[config.mk]
export PLATFORM = sky130hd
export DESIGN_NAME = frac_baud_gen
export DESIGN_NICKNAME = d
export VERILOG_FILES = /design/src/rtl/frac_baud_pkg.sv /design/src/rtl/baud_regs.sv /design/src/rtl/baud_prescale.sv /design/src/rtl/baud_frac_div.sv /design/src/rtl/baud_bit_strobe.sv /design/src/rtl/frac_baud_gen.sv
export SDC_FILE = /design/constraint.sdc
export NUM_CORES = 1
export LEC_CHECK = 0
export ABC_CLOCK_PERIOD_IN_PS = 3900
export BUFFER_PORTS_ARGS = -buffer_cell sky130_fd_sc_hd__buf_2
export CAP_MARGIN = 20
export CELL_PAD_IN_SITES_DETAIL_PLACEMENT = 1
export CELL_PAD_IN_SITES_GLOBAL_PLACEMENT = 1
export CORE_MARGIN = 2
export CORE_UTILIZATION = 49
export CTS_CLUSTER_DIAMETER = 80
export DETAILED_ROUTE_END_ITERATION = 8
export PLACE_DENSITY = 0.78
export SLEW_MARGIN = 40
export SYNTH_ARGS = -nofsm -noshare
export SYNTH_HDL_FRONTEND = slang
export SYNTH_SLANG_ARGS = --single-unit
[constraint.sdc]
create_clock -name clk_i -period 3.9 [get_ports clk_i]
set_clock_uncertainty 0.2 [all_clocks]
set_input_delay 0.39 -clock clk_i [delete_from_list [all_inputs] [get_ports clk_i]]
set_output_delay 0.39 -clock clk_i [all_outputs]
set_load 0.02 [all_outputs]
[src/rtl/frac_baud_pkg.sv]
package frac_baud_pkg;
  localparam int unsigned INT_W  = 16;
  localparam int unsigned FRAC_W = 4;
  localparam int unsigned ADDR_W = 2;
  localparam int unsigned DATA_W = 8;
  localparam int unsigned PRE_RATIO = 4;

  localparam logic [ADDR_W-1:0] A_DIV_LO = 2'd0;
  localparam logic [ADDR_W-1:0] A_DIV_HI = 2'd1;
  localparam logic [ADDR_W-1:0] A_FRAC   = 2'd2;
  localparam logic [ADDR_W-1:0] A_CTRL   = 2'd3;

  localparam int unsigned CTL_PRESC = 7;
  localparam int unsigned CTL_OS8   = 4;
  localparam int unsigned CTL_OS4   = 5;

  typedef enum logic [1:0] {OS_16X = 2'd0, OS_8X = 2'd1, OS_4X = 2'd2} os_mode_e;

  typedef struct packed {
    logic [INT_W-1:0]  div_int;
    logic [FRAC_W-1:0] div_frac;
    logic              presc;
    os_mode_e          mode;
  } baud_cfg_t;
endpackage

[src/rtl/baud_regs.sv]
module baud_regs
  import frac_baud_pkg::*;
(
  input  logic              clk_i,
  input  logic              rst_ni,
  input  logic              wr_en_i,
  input  logic [ADDR_W-1:0] wr_addr_i,
  input  logic [DATA_W-1:0] wr_data_i,
  output baud_cfg_t         cfg_o,
  output logic              clr_o
);
  localparam int unsigned HALF = INT_W / 2;

  logic [HALF-1:0]   lo_q, hi_q;
  logic [FRAC_W-1:0] frac_q;
  logic              presc_q, os8_q, os4_q;

  always_ff @(posedge clk_i or negedge rst_ni) begin
    if (!rst_ni) begin
      lo_q    <= HALF'(1);
      hi_q    <= '0;
      frac_q  <= '0;
      presc_q <= 1'b0;
      os8_q   <= 1'b0;
      os4_q   <= 1'b0;
    end else if (wr_en_i) begin
      case (wr_addr_i)
        A_DIV_LO: lo_q   <= wr_data_i[HALF-1:0];
        A_DIV_HI: hi_q   <= wr_data_i[HALF-1:0];
        A_FRAC:   frac_q <= wr_data_i[FRAC_W-1:0];
        default: begin
          presc_q <= wr_data_i[CTL_PRESC];
          os8_q   <= wr_data_i[CTL_OS8];
          os4_q   <= wr_data_i[CTL_OS4];
        end
      endcase
    end
  end

  // 4X wins over 8X
  always_comb begin
    cfg_o.div_int  = {hi_q, lo_q};
    cfg_o.div_frac = frac_q;
    cfg_o.presc    = presc_q;
    if (os4_q)      cfg_o.mode = OS_4X;
    else if (os8_q) cfg_o.mode = OS_8X;
    else            cfg_o.mode = OS_16X;
  end

  assign clr_o = wr_en_i;
endmodule

[src/rtl/baud_prescale.sv]
module baud_prescale #(
  parameter int unsigned RATIO = 4
) (
  input  logic clk_i,
  input  logic rst_ni,
  input  logic clr_i,
  input  logic div_i,
  output logic en_o
);
  localparam int unsigned CW = (RATIO > 1) ? $clog2(RATIO) : 1;
  localparam logic [CW-1:0] LAST = CW'(RATIO - 1);

  logic [CW-1:0] cnt_q;

  always_ff @(posedge clk_i or negedge rst_ni) begin
    if (!rst_ni)            cnt_q <= '0;
    else if (clr_i)         cnt_q <= '0;
    else if (cnt_q == LAST) cnt_q <= '0;
    else                    cnt_q <= cnt_q + 1'b1;
  end

  assign en_o = !div_i || (cnt_q == LAST);

  p_en_gap_r4: assert property (@(posedge clk_i) disable iff (!rst_ni)
    (div_i && en_o && !clr_i) |=> !en_o);
endmodule

[src/rtl/baud_frac_div.sv]
module baud_frac_div #(
  parameter int unsigned INT_W  = 16,
  parameter int unsigned FRAC_W = 4
) (
  input  logic              clk_i,
  input  logic              rst_ni,
  input  logic              clr_i,
  input  logic              en_i,
  input  logic [INT_W-1:0]  div_int_i,
  input  logic [FRAC_W-1:0] div_frac_i,
  output logic              tick_o
);
  localparam int unsigned CW = INT_W + 1;

  logic [CW-1:0]     cnt_q, last;
  logic [FRAC_W-1:0] acc_q;
  logic              stretch_q;
  logic [INT_W-1:0]  d_eff;

  assign d_eff  = (div_int_i == '0) ? INT_W'(1) : div_int_i;
  // period = d_eff + stretch; compare against period - 1
  assign last   = {1'b0, d_eff} - CW'(!stretch_q);
  assign tick_o = en_i && (cnt_q == last);

  always_ff @(posedge clk_i or negedge rst_ni) begin
    if (!rst_ni) begin
      cnt_q     <= '0;
      acc_q     <= '0;
      stretch_q <= 1'b0;
    end else if (clr_i) begin
      cnt_q     <= '0;
      acc_q     <= '0;
      stretch_q <= 1'b0;
    end else if (tick_o) begin
      cnt_q <= '0;
      {stretch_q, acc_q} <= {1'b0, acc_q} + {1'b0, div_frac_i};
    end else if (en_i) begin
      cnt_q <= cnt_q + 1'b1;
    end
  end

  p_cnt_bound_r3: assert property (@(posedge clk_i) disable iff (!rst_ni)
    cnt_q <= last);
  p_stretch_frac_r5: assert property (@(posedge clk_i) disable iff (!rst_ni)
    stretch_q |-> (div_frac_i != '0));
  p_clr_restart_r9: assert property (@(posedge clk_i) disable iff (!rst_ni)
    clr_i |=> (cnt_q == '0 && acc_q == '0 && !stretch_q));
endmodule

[src/rtl/baud_bit_strobe.sv]
module baud_bit_strobe
  import frac_baud_pkg::*;
(
  input  logic     clk_i,
  input  logic     rst_ni,
  input  logic     clr_i,
  input  logic     tick_i,
  input  os_mode_e mode_i,
  output logic     stb_o
);
  localparam int unsigned CW = 4;

  logic [CW-1:0] cnt_q, lim;

  always_comb begin
    unique case (mode_i)
      OS_8X:   lim = CW'(7);
      OS_4X:   lim = CW'(3);
      default: lim = CW'(15);
    endcase
  end

  assign stb_o = tick_i && (cnt_q == lim);

  always_ff @(posedge clk_i or negedge rst_ni) begin
    if (!rst_ni)     cnt_q <= '0;
    else if (clr_i)  cnt_q <= '0;
    else if (tick_i) cnt_q <= stb_o ? '0 : cnt_q + 1'b1;
  end

  p_bitcnt_bound_r6: assert property (@(posedge clk_i) disable iff (!rst_ni)
    cnt_q <= lim);
endmodule

[src/rtl/frac_baud_gen.sv]
module frac_baud_gen
  import frac_baud_pkg::*;
(
  input  logic              clk_i,
  input  logic              rst_ni,
  input  logic              wr_en_i,
  input  logic [ADDR_W-1:0] wr_addr_i,
  input  logic [DATA_W-1:0] wr_data_i,
  output logic              tick_o,
  output logic              bit_stb_o
);
  baud_cfg_t cfg;
  logic      clr, pre_en;

  baud_regs u_regs (
    .clk_i, .rst_ni, .wr_en_i, .wr_addr_i, .wr_data_i,
    .cfg_o (cfg),
    .clr_o (clr)
  );

  baud_prescale #(.RATIO(PRE_RATIO)) u_pre (
    .clk_i, .rst_ni,
    .clr_i (clr),
    .div_i (cfg.presc),
    .en_o  (pre_en)
  );

  baud_frac_div #(.INT_W(INT_W), .FRAC_W(FRAC_W)) u_div (
    .clk_i, .rst_ni,
    .clr_i      (clr),
    .en_i       (pre_en),
    .div_int_i  (cfg.div_int),
    .div_frac_i (cfg.div_frac),
    .tick_o     (tick_o)
  );

  baud_bit_strobe u_bit (
    .clk_i, .rst_ni,
    .clr_i  (clr),
    .tick_i (tick_o),
    .mode_i (cfg.mode),
    .stb_o  (bit_stb_o)
  );

  p_stb_on_tick_r6: assert property (@(posedge clk_i) disable iff (!rst_ni)
    bit_stb_o |-> tick_o);
  p_tick_gap_r10: assert property (@(posedge clk_i) disable iff (!rst_ni)
    (tick_o && !wr_en_i && !(cfg.div_int <= INT_W'(1) && !cfg.presc)) |=> !tick_o);
endmodule

# Word-level counts from Yosys, hierarchy flattened
# Index checks and enable logic that the tools add are counted.
dict set report classes {
  bitwise_logic 1
  n_mux 16
  n_addsub 5
  n_reduce_logical 14
  eq_ne 7
}
# operator n
set ops {}
lappend ops {{$mux W17} 3}
lappend ops {{$mux W4} 5}
lappend ops {{$add A17 B1 Y17 const B} 1}
lappend ops {{$eq A17 B17 Y1} 1}
lappend ops {{$sub A16 B1 Y17} 1}
lappend ops {{$logic_not A16 Y1} 1}
lappend ops {{$mux W16} 1}
lappend ops {{$pmux W4 S2} 1}
lappend ops {{$reduce_and A2 Y1} 4}
lappend ops {{$eq A2 B2 Y1 const B} 3}
lappend ops {{$mux W2} 3}
lappend ops {{$add A4 B4 Y5} 1}
lappend ops {{$add A4 B1 Y4 const B} 1}
lappend ops {{$eq A2 B1 Y1 const B} 2}
lappend ops {{$eq A4 B4 Y1} 1}
lappend ops {{$mux W1} 3}
lappend ops {{$reduce_bool A3 Y1} 1}
lappend ops {{$reduce_or A3 Y1} 1}
lappend ops {{$add A2 B1 Y2 const B} 1}
lappend ops {{$logic_and A1 B1 Y1} 2}
lappend ops {{$logic_not A1 Y1} 2}
lappend ops {{$logic_not A2 Y1} 1}
lappend ops {{$reduce_bool A2 Y1} 1}
lappend ops {{$logic_or A1 B1 Y1} 1}
lappend ops {{$not A1 Y1} 1}
dict set report totals {
  elab_cells 54
  output_inout_bits 2
  inputBits 13
  regBits 51
}

# Depth between registers and ports, before layout
# Gate-level depths: netlist (run 1).
dict set report logic_depth {
  word_depth 9
  ltp_mapped 14
}

# Hierarchy
# Synthesis (run 1) repeated with hierarchy kept, for this count alone.
dict set report hier_totals {
  hier_cells 292
  area_unflattened_um2 3144.3
}
# module area_each_um2 n_inst cells_each
set by_module_without_submodules {}
lappend by_module_without_submodules {baud_frac_div 1901.8 1 207}
lappend by_module_without_submodules {baud_regs 907.1 1 54}
lappend by_module_without_submodules {baud_bit_strobe 256.5 1 25}
lappend by_module_without_submodules {baud_prescale 78.8 1 6}

# Worst setup path before layout (run 1)
# Ideal clock, no wire load.
dict set report synth_timing {
  kind {register to output}
  from {register u_regs.hi_q[2]}
  to {output bit_stb_o}
  path_buffers 0
  t_arrival_ps 3228
  slack_ps 82
  stages_incl_launch_ff 14
  cell_sequence {dfrtp_1 nor4_1 nand2b_1 nor2_1 a41oi_1 ha_1 ha_1 nor3b_2 nand4_1 xor2_1 nor3b_1 nand3_4 nor2_1 and2_1}
}
dict set report synth_between {
  elab_chain_len 6
}
# item line
set synth_lines {}
lappend synth_lines {{from (decl)} baud_regs.sv:14} ;# logic [HALF-1:0] lo_q, hi_q;
lappend synth_lines {{from (signal assigned)} baud_regs.sv:29} ;# A_DIV_HI: hi_q <= wr_data_i[HALF-1:0];
lappend synth_lines {{$logic_not A16 Y1} baud_frac_div.sv:20} ;# assign d_eff = (div_int_i == '0) ? INT_W'(1) : div_int_i;
lappend synth_lines {{$mux W16 (*)} baud_frac_div.sv:20}
lappend synth_lines {{$sub A16 B1 Y17 (*)} baud_frac_div.sv:22} ;# assign last = {1'b0, d_eff} - CW'(!stretch_q);
lappend synth_lines {{$eq A17 B17 Y1 (*)} baud_frac_div.sv:23} ;# assign tick_o = en_i && (cnt_q == last);
lappend synth_lines {{$logic_and A1 B1 Y1 (*)} baud_frac_div.sv:23}
lappend synth_lines {{net tick_o} frac_baud_gen.sv:9} ;# output logic tick_o,
lappend synth_lines {{$logic_and A1 B1 Y1 (*)} baud_bit_strobe.sv:23} ;# assign stb_o = tick_i && (cnt_q == lim);
lappend synth_lines {{to (decl)} frac_baud_gen.sv:10} ;# output logic bit_stb_o
# Mark *: on every way through the listed nets, which the timed path passes. The rest lies on a longest branch.

# Final worst setup path (run 1)
dict set report layout_timing {
  from {register u_regs.hi_q[5]}
  to {output bit_stb_o}
}
dict set report layout_between {
  elab_chain_len 6
}
# item line
set layout_lines {}
lappend layout_lines {{$logic_not A16 Y1} baud_frac_div.sv:20}
lappend layout_lines {{$mux W16 (*)} baud_frac_div.sv:20}
lappend layout_lines {{$sub A16 B1 Y17 (*)} baud_frac_div.sv:22}
lappend layout_lines {{$eq A17 B17 Y1 (*)} baud_frac_div.sv:23}
lappend layout_lines {{$logic_and A1 B1 Y1 (*)} baud_frac_div.sv:23}
lappend layout_lines {{$logic_and A1 B1 Y1 (*)} baud_bit_strobe.sv:23}
# Mark *: on every way between the ends. The rest lies on a longest branch, timed or not.

==> impl_metrics.json, run 1 <==
{
  "status": "finished with violations",
  "violations": "setup timing",
  "synth_edf_count": 0,
  "grt_pass1_wl_mm": 13.2,
  "required_ps": 3310,
  "grt_use_total": 0.241,
  "slew_violations": 0,
  "cp.depth": 15,
  "ios": 15,
  "path_max_fanout": 5,
  "drt_iter0_drc": 135,
  "gr-total-overflow": 0,
  "num_antenna_cells": 0,
  "synth_top_cell_area_share": 0.410,
  "fin_crit_ps": 3970,
  "nets": 349,
  "tightest_slew_ps": 507,
  "cp.arrival_ps": 3380,
  "netlist-cell-type-count": 51,
  "worstReg2RegEnd": "u_bit.cnt_q[3]",
  "finalHoldViolations": 0,
  "vias": 2439,
  "path_clk_slew_ps": 100,
  "port_buffers": 14,
  "yosysTopAreaCell": "dfrtp_1",
  "min_path_type": "input pin to flip-flop",
  "cp_slowest_cell": "dfrtp_1",
  "die_x_microns": 82.9,
  "r2r_slack_ps": 60,
  "yosysSeqAreaShare": 0.419,
  "rows": 28,
  "synth.area.top_cells": "dfrtp_1 (41%), mux2_2 (8.1%), xor2_1 (6.9%)",
  "core_region_area_sq_um": 5960,
  "route.detailed.drc": 0,
  "final_area_sq_um": 3510,
  "fmax_mhz": 252,
  "worstReg2RegStart": "u_regs.hi_q[5]",
  "max_cap_violations": 0,
  "avgSynthCellArea_sq_um": 10.4,
  "period_share": 1.02,
  "worstSetupStartpoint": "u_regs.hi_q[5]",
  "cpLargestDelayFamily": "simple AND/OR/NAND/NOR gates",
  "netlist_area_sq_um": 3050,
  "slew_headroom": 0.662,
  "worstSetupEndpoint": "bit_stb_o",
  "p_per_area_nw_per_um2": 396,
  "htree_levels": 2,
  "timing.hold.ws_ps": 148,
  "ys_warn_count": 0,
  "synth_commonest_cells": "dfrtp_1 (50), nor2_1 (30), xor2_1 (24), mux2_2 (22), nand3_1 (17)",
  "hpwlAfterDp_mm": 5.77,
  "nFillCells": 678,
  "syn_inst": 293,
  "max_stage_delay_ps": 430,
  "drtPass1Iterations": 4,
  "cts_buffers": 5,
  "path_class": "flip-flop to primary output",
  "grt_pass1_vias": 2466,
  "cp-start-kind": "flip-flop",
  "synthArstFlopShare": 1.00,
  "cp.buffers_inverters": 2,
  "place_congestion": 0.920,
  "setup_viol": 1,
  "cts_tree": "done",
  "clockBufferDepth": 2,
  "fp.dieH_microns": 82.9,
  "syn2layout_area_growth_pct": 15.0,
  "setup.worst_path.end_class": "primary output",
  "rsz0062_at_grt": "yes",
  "placed_cell_area_sq_um": 3210,
  "drive_above_1_share": 0.287,
  "wl_per_cell_microns": 21.4,
  "cts.sink_count": 51,
  "reg2reg_depth": 17,
  "yosysMostFrequentCell": "dfrtp_1",
  "antenna_found_initial": 0,
  "ys_seq_elements": 51,
  "vdd_drop_max_uv": 217,
  "routed_wl_mm": 8.60,
  "drtAntennaViolNets": 0,
  "power_leakage_nw": 1.54,
  "cts.root.buffer_cell": "clkbuf_8",
  "die_area_sq_um": 6870,
  "insertion_delay_ps": 310,
  "grt_max_degree": 33,
  "crit_path_cell_trace": "nor4_2, nand2b_1, nor2_2, a41oi_2, ha_2, ha_4, xor2_1, and3_1, o211ai_1, nor3_2, buf_4, nand3_4, nor2_4, and2_4, buf_6",
  "start_util": 0.512,
  "worst_slack_ps": -67.7,
  "synth-main-ff-cell": "dfrtp_1",
  "vias_per_cell": 6.07,
  "synth_fp_nets": 316
}
-- cell families (layout without fill, tap and decap cells) --
group	Yosys count	in the layout	synth area share
and+or+nand+nor	116	116	0.223
AOI/OAI and AO/OA	40	40	0.0858
muxes	23	23	0.0845
buffers and inverters	14	48	0.0320
adders and majority gates	10	10	0.0435
DFF	51	51	0.419
xor gates and xnor gates	39	39	0.112
-- how the worst min path moves through the flow --
stage / start / end / slack, ps / cells after the start
detailed placement: rst_ni / u_div.cnt_q[13] / 190 / 1
global route: wr_data_i[1] / u_regs.lo_q[1] / 150 / 3
global placement: rst_ni / u_div.cnt_q[12] / 180 / 1
CTS: wr_data_i[6] / u_regs.hi_q[6] / 140 / 2
finish: wr_data_i[6] / u_regs.lo_q[6] / 150 / 2
floorplan: rst_ni / u_bit.cnt_q[0] / -110 / 0
-- report_power, final --
group	total [mW]	switching (mW)	leakage [nW]	internal, mW
registers	0.662	0.0788	0.655	0.583
logic	0.340	0.178	0.822	0.162
clock network	0.385	0.193	0.0581	0.192
-- stage by stage --
step / cells / setup TNS [ps] / total power [mW] / utilization / setup slack [ps]
2_1_floorplan: 293 / 0 / 0.853 / - / 81.6
3_3_place_gp: 382 / 0 / 0.929 / 0.538 / 254
3_5_place_dp: 382 / 0 / 0.949 / 0.538 / 143
4_1_cts: 396 / 0 / 1.35 / 0.571 / 30.6
5_1_grt: 402 / -716 / 1.45 / 0.589 / -265
6_report: 402 / -67.7 / 1.39 / 0.589 / -67.7
-- cell type report --
class	count	area [sq um]	share of cell area
Timing Repair Buffer	36	244	0.0696
Tap cell	75	93.8	0.0268
Inverter	4	15.0	0.00428
Clock inverter	3	43.8	0.0125
Multi-Input combinational cell	228	1760	0.502
Clock buffer	5	68.8	0.0196
Sequential cell	51	1280	0.365
-- worst reg2reg max path: stages (launching register included) --
cell and delay (ps):
dfrtp_1 430, nor4_2 330, nand2b_1 160, nor2_2 180, a41oi_2 150, ha_2 270, ha_4 180, nor3b_4 180
and3_1 180, o211ai_1 260, nor3_2 90, buf_4 160, buf_4 120, buf_4 120, buf_4 120, and3_2 240
a311o_1 320, o21ai_0 70
-- sequential cells by signal, indices dropped and copies added, names as in the netlist --
signal and count:
u_regs.lo_q 8, u_regs.frac_q 4, u_regs.hi_q 8, u_div.cnt_q 17, u_regs.presc_q 1, u_div.acc_q 4, u_regs.os8_q 1, u_div.stretch_q 1
u_bit.cnt_q 4, u_regs.os4_q 1, u_pre.cnt_q 2
-- layout by cell type, fill, tap and decap left out, drive strengths merged, types with 6 or more instances in the layout --
cell type   n
nand3      18
nor3b       8
nor3        6
xnor2      15
dfrtp      50
nor2       30
ha          9
and3       12
nand2      13
o21ai      11
xor2       24
mux2       22
buf        35
a21oi      13
-- metal layers --
layer | wire (microns) | global-route usage
met1 | 3810 | 0.321
met5 | 0 | 0
met2 | 4150 | 0.392
met4 | 307 | 0.0894
met3 | 329 | 0.0447
-- repair_timing --
| action | CTS | global route |
|---|---|---|
| hold buffers | 1 | 0 |
| gates resized for setup | 6 | 15 |
| endpoints found under the hold margin | 19 | 0 |
| pin swaps | 2 | 10 |
| buffers inserted | 5 | 6 |
| endpoints found under the setup margin | 2 | 9 |
Power figures use the tool's default switching activity.
==> run 2, diff against run 1 <==
--- a/config.mk
+++ b/config.mk
@@ -20,2 +20,3 @@
 export SYNTH_HDL_FRONTEND = slang
 export SYNTH_SLANG_ARGS = --single-unit
+export TNS_END_PERCENT = 1
--- a/constraint.sdc
+++ b/constraint.sdc
@@ -3,3 +3,3 @@
 set_input_delay 0.39 -clock clk_i [delete_from_list [all_inputs] [get_ports clk_i]]
 set_output_delay 0.39 -clock clk_i [all_outputs]
-set_load 0.02 [all_outputs]
+set_load 0.05 [all_outputs]
==> impl_metrics.json, run 2 (synthesized netlist as in run 1, its figures left out) <==
{
  "clockBufferDepth": 2,
  "fp.dieH_microns": 82.9,
  "placed_cell_area_sq_um": 3200,
  "period_share": 1.02,
  "start_util": 0.512,
  "ios": 15,
  "vias_per_cell": 5.98,
  "die_area_sq_um": 6870,
  "path_class": "flip-flop to primary output",
  "routed_wl_mm": 8.31,
  "insertion_delay_ps": 310,
  "htree_levels": 2,
  "fmax_mhz": 252,
  "port_buffers": 14,
  "slew_violations": 0,
  "setup_viol": 2,
  "grt_max_degree": 28,
  "hpwlAfterDp_mm": 5.67,
  "antenna_found_initial": 0,
  "slew_headroom": 0.615,
  "worstReg2RegEnd": "u_div.stretch_q",
  "setup_tns_ps": -109,
  "cp-start-kind": "flip-flop",
  "cp.arrival_ps": 3370,
  "path_clk_slew_ps": 100,
  "vdd_drop_max_uv": 237,
  "nFillCells": 665,
  "status": "finished with violations",
  "drive_above_1_share": 0.280,
  "required_ps": 3310,
  "cts_tree": "done",
  "reg2reg_depth": 14,
  "core_region_area_sq_um": 5960,
  "place_congestion": 0.913,
  "path_max_fanout": 4,
  "cts.sink_count": 51,
  "largest_register_ffs": 17,
  "drtAntennaViolNets": 0,
  "worstSetupStartpoint": "u_regs.hi_q[5]",
  "final_area_sq_um": 3500,
  "finalHoldViolations": 0,
  "p_per_area_nw_per_um2": 398,
  "regMostFlops": "u_div.cnt_q",
  "min_path_type": "input pin to flip-flop",
  "power_leakage_nw": 1.53,
  "cp_slowest_cell": "dfrtp_2",
  "final_cell_mix": "dfrtp_1 (45), nor2_1 (29), xor2_1 (24)",
  "final_common_cell": "dfrtp_1",
  "setup.worst_path.end_class": "primary output",
  "worst_slack_ps": -63.7,
  "num_antenna_cells": 0,
  "route.detailed.drc": 0,
  "grt_use_total": 0.228,
  "cts.root.buffer_cell": "clkbuf_8",
  "drtPass1Iterations": 4,
  "tightest_slew_ps": 578,
  "cts_buffers": 5,
  "syn2layout_area_growth_pct": 14.8,
  "nets": 347,
  "fin_crit_ps": 3960,
  "rows": 28,
  "max_cap_violations": 0,
  "crit_path_cell_trace": "nor4_4, nand2b_1, nor2_1, a41oi_2, ha_2, ha_4, xor2_1, and3_1, o211ai_1, nor3_2, nand3_4, nor2_4, and2_4, buf_8",
  "worstReg2RegStart": "u_regs.hi_q[5]",
  "drt_iter0_drc": 109,
  "violations": "setup timing",
  "largestRegisters": "u_div.cnt_q: 17 flops, u_regs.hi_q: 8 flops, u_regs.lo_q: 8 flops",
  "grt_pass1_vias": 2434,
  "grt_pass1_wl_mm": 12.5,
  "rsz0062_at_grt": "yes",
  "worstSetupEndpoint": "bit_stb_o",
  "r2r_slack_ps": 90,
  "die_x_microns": 82.9,
  "vias": 2392,
  "wl_per_cell_microns": 20.8,
  "gr-total-overflow": 0,
  "max_stage_delay_ps": 460
}
run 2: cell count changes in the layout (fill, tap and decap cells not counted), sizes merged:
| cell | delta |
|---|---|
| buf | -2 |
| clkbuf | +1 |
| clkinv | -1 |
run 2: worst min path at each step:
| stage | startpoint | cells after the start | endpoint | slack (ps) |
|---|---|---|---|---|
| finish | wr_data_i[6] | 2 | u_regs.lo_q[6] | 130 |
| global route | wr_data_i[0] | 2 | u_regs.hi_q[0] | 130 |
| CTS | wr_data_i[6] | 2 | u_regs.lo_q[6] | 120 |
| detailed placement | rst_ni | 1 | u_div.cnt_q[12] | 220 |
| global placement | rst_ni | 1 | u_div.cnt_q[12] | 210 |
| floorplan | rst_ni | 0 | u_bit.cnt_q[0] | -110 |
run 2: worst max-delay path, delay by kind of cell (launching register included):
kind | cells | cell delay [ps]
xor gates and xnor gates | 1 | 120
DFF | 1 | 460
adders and majority gates | 2 | 530
buffers and inverters | 1 | 140
and+or+nand+nor | 8 | 1540
AOI/OAI and AO/OA | 2 | 270
run 2: layout make-up:
| class | instances | area, sq um | area share |
|---|---|---|---|
| multi-input cells | 228 | 1760 | 0.502 |
| flip-flops and latches | 51 | 1280 | 0.367 |
| repair buffers | 34 | 233 | 0.0665 |
| well taps | 75 | 93.8 | 0.0268 |
| clock buffers | 6 | 82.6 | 0.0236 |
| clock inverters | 2 | 35.0 | 0.0100 |
| inverters | 4 | 15.0 | 0.00429 |
run 2: routing by layer:
layer | GRT usage | wire length [microns] | up-vias
met3 | 0.0417 | 211 | 15
met5 | 0 | 0 | -
met1 | 0.289 | 3690 | 1232
met4 | 0.0939 | 182 | 0
li1 | - | - | 1118
met2 | 0.383 | 4230 | 27
run 2: where the power goes:
group	total (mW)	switching (mW)	internal [mW]	leakage, nW
Clock	0.398	0.190	0.208	0.0612
Sequential	0.669	0.0851	0.584	0.653
Combinational	0.328	0.168	0.160	0.811
Total	1.39	0.442	0.952	1.53
run 2: what timing repair did:
item / 4_1_cts / 5_1_grt
hold endpoints to repair: 24 / 0
resized for setup: 10 / 10
pin swaps: 3 / 10
hold buffers: 1 / 0
setup buffers: 3 / 8
setup endpoints to repair: 3 / 2
run 2: metrics by stage:
stage	instances	hold slack [ps]	total power, mW	util	setup slack, ps
floorplan	293	-106	0.853	-	19.8
detailed placement	380	218	0.944	0.537	-25.4
global placement	380	212	0.925	0.537	174
finish	400	132	1.39	0.588	-63.7
global route	400	134	1.45	0.588	-272
CTS	392	122	1.36	0.571	14.0
==> run 3, diff against run 2 <==
CORE_ASPECT_RATIO = 1.2   (was unset)
==> impl_metrics.json, run 3 (synthesized netlist as in run 1, its figures left out) <==
{
  "slew_violations": 0,
  "setup_tns_ps": 0,
  "path_class": "flip-flop to primary output",
  "final_util": 0.575,
  "setup.worst_path.end_class": "primary output",
  "vias_per_cell": 5.83,
  "path_max_fanout": 6,
  "drt_iter0_drc": 86,
  "start_util": 0.507,
  "die_area_sq_um": 6870,
  "period_share": 0.995,
  "r2r_slack_ps": 340,
  "clockBufferDepth": 2,
  "cp-start-kind": "flip-flop",
  "largestRegisters": "u_div.cnt_q: 17 flops, u_regs.hi_q: 8 flops, u_regs.lo_q: 8 flops",
  "ios": 15,
  "power_leakage_nw": 1.50,
  "required_ps": 3310,
  "num_antenna_cells": 0,
  "wl_per_cell_microns": 19.3,
  "grt_use_total": 0.234,
  "crit_path_cell_trace": "nor4_4, nand2b_1, nor2_1, a41oi_1, ha_2, ha_2, xor2_1, and3_1, o211ai_1, nor3_2, nand3_4, nor2_4, and2_2, buf_8",
  "gr-total-overflow": 0,
  "largest_register_ffs": 17,
  "status": "finished clean",
  "vias": 2361,
  "rsz0062_at_grt": "yes",
  "port_buffers": 14,
  "place_ws_ps": 106,
  "core_region_area_sq_um": 6010,
  "die_x_microns": 76.0,
  "cpMostUsedCell": "ha_2",
  "hpwlAfterDp_mm": 5.64,
  "cts_tree": "done",
  "cp_slowest_cell": "dfrtp_1",
  "cts_buffers": 5,
  "max_cap_violations": 0,
  "drive_above_1_share": 0.266,
  "drtAntennaViolNets": 0,
  "place_inst": 387,
  "fp.dieH_microns": 90.4,
  "grt_max_degree": 44,
  "syn2layout_area_growth_pct": 13.3,
  "cpLargestDelayFamily": "simple AND/OR/NAND/NOR gates",
  "antenna_found_initial": 0,
  "cp.buffers_inverters": 1,
  "cts.root.buffer_cell": "clkbuf_8",
  "slew_headroom": 0.637,
  "instances_no_fill": 405,
  "route.detailed.drc": 0,
  "worst_slack_ps": 19.9,
  "final_common_cell": "dfrtp_1",
  "power_mw": 1.29,
  "cp.arrival_ps": 3290,
  "path_clk_slew_ps": 90,
  "routed_wl_mm": 7.80,
  "grt_pass1_vias": 2517,
  "p_per_area_nw_per_um2": 374,
  "finalHoldViolations": 0,
  "final_cell_mix": "dfrtp_1 (47), nor2_1 (29), xor2_1 (23)",
  "regMostFlops": "u_div.cnt_q",
  "grt_pass1_wl_mm": 12.8,
  "htree_levels": 2,
  "max_stage_delay_ps": 430,
  "insertion_delay_ps": 310,
  "nets": 345,
  "rows": 31,
  "fin_crit_ps": 3880,
  "drtPass1Iterations": 4,
  "fmax_mhz": 258,
  "tightest_slew_ps": 544,
  "setup_viol": 0,
  "vdd_drop_max_uv": 189,
  "cts.sink_count": 51,
  "place_congestion": 0.829,
  "min_path_type": "input pin to flip-flop"
}
## run 3: power breakdown
| part | switching, mW | leakage (nW) | internal (mW) |
|---|---|---|---|
| Sequential | 0.0792 | 0.655 | 0.583 |
| Combinational | 0.154 | 0.800 | 0.152 |
| Clock | 0.180 | 0.0482 | 0.144 |
## run 3: final timing paths
path,from,to,cells past startpoint
hold / removal,wr_data_i[6],u_regs.hi_q[6],2
setup / recovery,u_regs.hi_q[2],bit_stb_o,14
min in group asynchronous,rst_ni,u_bit.cnt_q[0],2
hold reg to reg,u_pre.cnt_q[0],u_pre.cnt_q[0],1
max in group asynchronous,rst_ni,u_regs.lo_q[2],3
setup reg to reg,u_regs.hi_q[2],u_div.stretch_q,13
## run 3: metrics by stage
step	hold WS (ps)	instance area [sq um]
detailed placement	220	3210
global route	128	3460
floorplan	-106	3060
global placement	224	3210
CTS	123	3360
finish	134	3460
## run 3: layout make-up
type,count,area [sq um]
fill,677,2560
multi-input combinational,228,1750
sequential,51,1280
timing repair buffer,32,220
tap,82,103
clock buffer,7,86.3
inverter,4,15.0
clock inverter,1,5.00
## run 3: repair_timing
item | CTS | global route
pin swaps | 1 | 7
endpoints found under the hold margin | 41 | 0
setup buffers | 0 | 9
hold buffers | 1 | 0
gates resized for setup | 8 | 9
setup endpoints to repair | 2 | 2
## run 3: layer usage
| metal | global-route usage | wire (microns) |
|---|---|---|
| met5 | 0 | 0 |
| met4 | 0.0697 | 117 |
| met3 | 0.0360 | 176 |
| met2 | 0.425 | 4220 |
| met1 | 0.287 | 3300 |
## run 3: worst reg2reg max path, cell delays in order (launching register included)
cell	delay [ps]
dfrtp_1	430
nor4_4	330
nand2b_1	110
nor2_1	100
a41oi_1	130
ha_2	240
ha_2	330
xor2_1	140
and3_1	170
o211ai_1	130
nor3_2	310
and3_1	460
a21oi_1	130
a311oi_1	260
